<file path="config.mk">
export PLATFORM = sky130hd
export DESIGN_NAME = cfe_unit
export DESIGN_NICKNAME = d
export VERILOG_FILES = /design/src/rtl/cfe_pkg.sv /design/src/rtl/cfe_flag_calc.sv /design/src/rtl/cfe_flag_reg.sv /design/src/rtl/cfe_cond_eval.sv /design/src/rtl/cfe_unit.sv
export SDC_FILE = /design/constraint.sdc
export NUM_CORES = 1
export LEC_CHECK = 0
export BUFFER_PORTS_ARGS = -buffer_cell sky130_fd_sc_hd__buf_4
export CAP_MARGIN = 20
export CORE_ASPECT_RATIO = 1.2
export CORE_MARGIN = 4
export CORE_UTILIZATION = 39
export DETAILED_ROUTE_END_ITERATION = 8
export PLACE_DENSITY = 0.86
export SYNTH_ARGS = -nofsm -noshare
export SYNTH_HDL_FRONTEND = slang
export SYNTH_SLANG_ARGS = --single-unit
</file>
<file path="constraint.sdc">
create_clock -name clk -period 2.2 [get_ports clk]
set_clock_uncertainty 0.05 [all_clocks]
set_input_delay 0.22 -clock clk [delete_from_list [all_inputs] [get_ports clk]]
set_output_delay 0.22 -clock clk [all_outputs]
set_load 0.01 [all_outputs]
</file>
<file path="src/rtl/cfe_pkg.sv">
package cfe_pkg;

  typedef enum logic [1:0] {
    SZ_BYTE     = 2'd0,
    SZ_WORD     = 2'd1,
    SZ_LONG     = 2'd2,
    SZ_LONG_ALT = 2'd3
  } opsize_e;

  typedef enum logic {
    MODE_ARITH = 1'b0,
    MODE_TEST  = 1'b1
  } fmode_e;

  // Lower three selector bits pick a base test; bit 3 inverts it.
  typedef enum logic [2:0] {
    BC_NEVER = 3'd0,
    BC_LT    = 3'd1,
    BC_LE    = 3'd2,
    BC_ULE   = 3'd3,
    BC_OVF   = 3'd4,
    BC_MINUS = 3'd5,
    BC_ZERO  = 3'd6,
    BC_CARRY = 3'd7
  } cond_base_e;

  typedef struct packed {
    logic z;
    logic s;
    logic v;
    logic c;
  } flags_t;

  localparam int unsigned NUM_SIZE_CODES = 4;

endpackage

</file>
<file path="src/rtl/cfe_flag_calc.sv">
module cfe_flag_calc
  import cfe_pkg::*;
#(
  parameter int unsigned BYTE_W = 8,
  parameter int unsigned WORD_W = 16,
  parameter int unsigned LONG_W = 32
) (
  input  logic [1:0]        size_i,
  input  logic              mode_i,
  input  logic [LONG_W-1:0] a_i,
  input  logic [LONG_W-1:0] b_i,
  input  logic [LONG_W:0]   res_i,
  input  flags_t            cur_i,
  output flags_t            nxt_o
);

  // One lane per size code; codes 2 and 3 both get a full-width lane.
  logic [NUM_SIZE_CODES-1:0] lane_z;
  logic [NUM_SIZE_CODES-1:0] lane_s;
  logic [NUM_SIZE_CODES-1:0] lane_v;
  logic [NUM_SIZE_CODES-1:0] lane_c;
  logic                      par_even;
  logic                      unused_carry_top;
  fmode_e                    mode;
  opsize_e                   size;

  assign mode             = fmode_e'(mode_i);
  assign size             = opsize_e'(size_i);
  assign unused_carry_top = res_i[LONG_W];
  assign par_even         = ~^res_i[BYTE_W-1:0];

  for (genvar gi = 0; gi < NUM_SIZE_CODES; gi++) begin : g_lane
    localparam int unsigned W = (gi == 0) ? BYTE_W : (gi == 1) ? WORD_W : LONG_W;
    assign lane_z[gi] = (res_i[W-1:0] == '0);
    assign lane_s[gi] = res_i[W-1];
    assign lane_v[gi] = ~(a_i[W-1] ^ b_i[W-1]) & (a_i[W-1] ^ res_i[W-1]);
    if (W < LONG_W) begin : g_bitcarry
      assign lane_c[gi] = res_i[W];
    end else begin : g_cmpcarry
      assign lane_c[gi] = (res_i[LONG_W-1:0] > a_i);
    end
  end

  always_comb begin
    nxt_o.z = lane_z[size_i];
    nxt_o.s = lane_s[size_i];
    if (mode == MODE_ARITH) begin
      nxt_o.v = lane_v[size_i];
      nxt_o.c = lane_c[size_i];
    end else begin
      nxt_o.c = cur_i.c;
      nxt_o.v = (size == SZ_BYTE) ? par_even : cur_i.v;
    end
  end

endmodule

</file>
<file path="src/rtl/cfe_flag_reg.sv">
module cfe_flag_reg
  import cfe_pkg::*;
(
  input  logic   clk,
  input  logic   rst,
  input  logic   load_i,
  input  flags_t nxt_i,
  output flags_t q_o
);

  always_ff @(posedge clk) begin
    if (rst) begin
      q_o <= '0;
    end else if (load_i) begin
      q_o <= nxt_i;
    end
  end

endmodule

</file>
<file path="src/rtl/cfe_cond_eval.sv">
module cfe_cond_eval
  import cfe_pkg::*;
(
  input  logic [3:0] sel_i,
  input  flags_t     flags_i,
  output logic       taken_o
);

  cond_base_e base_sel;
  logic       base_hit;
  logic       sgn_ne_ovf;

  assign base_sel   = cond_base_e'(sel_i[2:0]);
  assign sgn_ne_ovf = flags_i.s ^ flags_i.v;

  always_comb begin
    unique case (base_sel)
      BC_NEVER: base_hit = 1'b0;
      BC_LT:    base_hit = sgn_ne_ovf;
      BC_LE:    base_hit = flags_i.z | sgn_ne_ovf;
      BC_ULE:   base_hit = flags_i.c | flags_i.z;
      BC_OVF:   base_hit = flags_i.v;
      BC_MINUS: base_hit = flags_i.s;
      BC_ZERO:  base_hit = flags_i.z;
      BC_CARRY: base_hit = flags_i.c;
      default:  base_hit = 1'b0;
    endcase
  end

  assign taken_o = base_hit ^ sel_i[3];

endmodule

</file>
<file path="src/rtl/cfe_unit.sv">
module cfe_unit
  import cfe_pkg::*;
#(
  parameter int unsigned BYTE_W = 8,
  parameter int unsigned WORD_W = 16,
  parameter int unsigned LONG_W = 32
) (
  input  logic              clk,
  input  logic              rst,
  input  logic              flag_load,
  input  logic              op_mode,
  input  logic [1:0]        op_size,
  input  logic [LONG_W-1:0] src_a,
  input  logic [LONG_W-1:0] src_b,
  input  logic [LONG_W:0]   result,
  input  logic [3:0]        cond_sel,
  output logic              z_flag,
  output logic              s_flag,
  output logic              v_flag,
  output logic              c_flag,
  output logic              cond_taken
);

  flags_t flags_q;
  flags_t flags_d;

  cfe_flag_calc #(
    .BYTE_W(BYTE_W),
    .WORD_W(WORD_W),
    .LONG_W(LONG_W)
  ) calc_i (
    .size_i(op_size),
    .mode_i(op_mode),
    .a_i   (src_a),
    .b_i   (src_b),
    .res_i (result),
    .cur_i (flags_q),
    .nxt_o (flags_d)
  );

  cfe_flag_reg reg_i (
    .clk   (clk),
    .rst   (rst),
    .load_i(flag_load),
    .nxt_i (flags_d),
    .q_o   (flags_q)
  );

  cfe_cond_eval cond_i (
    .sel_i  (cond_sel),
    .flags_i(flags_q),
    .taken_o(cond_taken)
  );

  assign z_flag = flags_q.z;
  assign s_flag = flags_q.s;
  assign v_flag = flags_q.v;
  assign c_flag = flags_q.c;

endmodule

</file>
==> impl_metrics.yaml <==
grt:
  antenna_found_initial: 0
  grt_usage_pct: 16.45
  grt_pass1_vias: 1561
  grt_start_max_net_pins: 9
  grt_pass1_wl_um: 5830
  overflow: 0
placement:
  io_buffers: 81
  gp_congestion: 0.7867
  placed_area_um2: 1962
  place_hpwl_um: 3324
  dp_cells: 295
cts:
  cts_tree: "done"
  cts_buffer_depth: 2
  post-cts-setup-buffer-count: 0
  ctsHoldBuffers: 0
  cts_made_buffers: 3
  insertion_delay_ns: 0.23
  cts_sinks: 4
  htreeDepth: 1
  root_buffer: "clkbuf_4"
  clkTransAtPathRegs_ns: 0.04
  post_cts_resized: 0
setup_path:
  cp-end-kind: "output pin"
  slowest_stage: "dfxtp_1"
  slowest_delay_ns: 0.39
  rrSetupSlack_ns: 1.36
  cp_top_family: "flip-flops"
  path_class: "flop to output pin"
  cp_num_buf_inv: 1
  required_ns: 1.93
  arrival_ns: 1.50
  cp-start-kind: "flop"
  path_cells: "a21oi_1 > or3_1 > a22oi_1 > xor2_1 > buf_4"
  worstPathMaxFanout: 5
synth:
  yosysWarnings: 0
  syn_inst: 178
  synth-seq-cells: 4
  yosys.area.top_type: "ha_1"
  yosysSeqAreaShare_pct: 6.119
  syn_nets: 321
  ys_types: 34
  syn_area_per_cell_um2: 7.353
  synth.area.top_cells: "ha_1 34%, inv_1 12%, a21oi_1 6.1%, dfxtp_1 6.1%, nand4_1 3.8%"
  synthesis.area_um2: 1309
  yosysTopAreaCellShare_pct: 34.42
floorplan:
  die_y_um: 71.46
  pin_count: 112
  fp-row-count: 22
  die_x_um: 60.88
  die-area_um2: 4350
  start_util_pct: 41.71
  core_area_um2: 3138
sta:
  hold_viol: 0
  relSlewSlack_pct: 66.38
  setup_tns_ns: 0
  rsz0062_at_grt: "false"
  fin_crit_sh_pct: 80.65
  fmax_mhz: 563.6
  timing.hold.ws_ns: 0.1363
  worstMarginPinSlew_ns: 0.4980
  setup_violations: 0
  post-route-min-period_ns: 1.774
  drv_slew: 0
pwr:
  power.density_nw_per_um2: 250.1
  ir_drop_uv: 239.9
  power_leakage_nw: 1.142
status:
  status: "completed"
hold_path:
  hold_path.class: "input port to flop"
finish:
  syn2layout_area_growth_pct: 51.63
  nFillCells: 295
  multi_input_area_um2: 1075
  largest_register: "reg_i.q_o"
  largest_register_ffs: 4
  diodes: 0
  finalNetCount: 407
  final_area_um2: 1984
  final_cell_mix: "81 x buf_4, 41 x inv_1, 36 x ha_1, 16 x a21oi_1, 8 x nand4_1"
  drive_above_1_share_pct: 33.21
  final_common_cell: "buf_4"
  fin_util_pct: 63.24
  layout.cells.non_filler: 298
  largestRegisters: "reg_i.q_o (4)"
  ff_latch_area_um2: 80.08
route:
  num_vias: 1540
  routedWlPerCell_um: 12.10
  drt_pre_antenna_iters: 4
  drc: 0
  drtIter0Drc: 55
  wl_um: 3606
  ant_nets: 0
  via_per_inst: 5.168
flow_run:
  cap_violations: 0
[cell type report]
class / count / area share, %
Multi-Input combinational cell: 133 / 54.16
Clock buffer: 3 / 1.135
Sequential cell: 4 / 4.035
Timing Repair Buffer: 81 / 30.64
Tap cell: 36 / 2.270
Inverter: 41 / 7.755
[worst paths after layout]
kind                startpoint      endpoint  cells past startpoint
hold / removal             rst  reg_i.q_o[2]                      2
setup / recovery  reg_i.q_o[1]    cond_taken                      5
hold reg to reg   reg_i.q_o[3]  reg_i.q_o[3]                      2
setup reg to reg  reg_i.q_o[1]  reg_i.q_o[1]                      2
[worst register-to-register path: cells and delay by family (launching register included)]
kind / cells / cell delay [ns]
flip-flops: 1 / 0.39
AO/OA/AOI/OAI: 1 / 0.23
AND/OR/NAND/NOR: 1 / 0.08
[per-stage QoR]
step | total power [mW] | setup slack [ns]
final | 0.4964 | 0.4257
after global routing | 0.5484 | 0.3011
after CTS | 0.5035 | 0.4064
after detailed placement | 0.4092 | 0.3265
after global placement | 0.4023 | 0.3315
after floorplan | 0.2456 | 0.6093
[logic make-up (layout without fill, tap and decap cells)]
family / after synthesis / in the layout / share of synthesized area [%]
mux: 4 / 4 / 3.059
xor+xnor: 7 / 7 / 4.685
simple gates: 44 / 44 / 19.41
flops: 4 / 4 / 6.119
fa+ha+maj: 36 / 36 / 34.42
buf+inv: 41 / 125 / 11.76
compound gates: 42 / 42 / 20.55
[Yosys cell counts, drive strengths merged]
cell     count
nor2b        2
nand3        4
o221ai       1
nand2b       1
xnor2        2
a211oi       3
o211ai       1
a21oi       16
a21o         6
a2111oi      1
and4         1
nor4b        1
dfxtp        4
nand2        7
mux2i        4
o21ai        8
xor2         5
nand4        9
inv         41
nand3b       1
o21bai       1
a311oi       1
nor4         7
a22oi        1
or3          2
ha          36
nor2         7
o31a         1
nor3         1
o41ai        1
nor3b        1
o311ai       1
[layer usage]
layer  global-route usage (%)  routed length [um]
met4                    2.892                   4
met1                    18.97                1448
met3                    2.883                 303
met5                        0                   0
met2                    30.80                1849
[power breakdown]
| group | total, mW | leakage, nW | internal [mW] | switching, mW |
|---|---|---|---|---|
| registers | 0.0822 | 0.0328 | 0.0773 | 0.00490 |
| logic | 0.325 | 1.09 | 0.186 | 0.139 |
| clock network | 0.0890 | 0.0138 | 0.0609 | 0.0281 |
| total | 0.496 | 1.14 | 0.324 | 0.172 |
(Power assumes the default switching activity.)
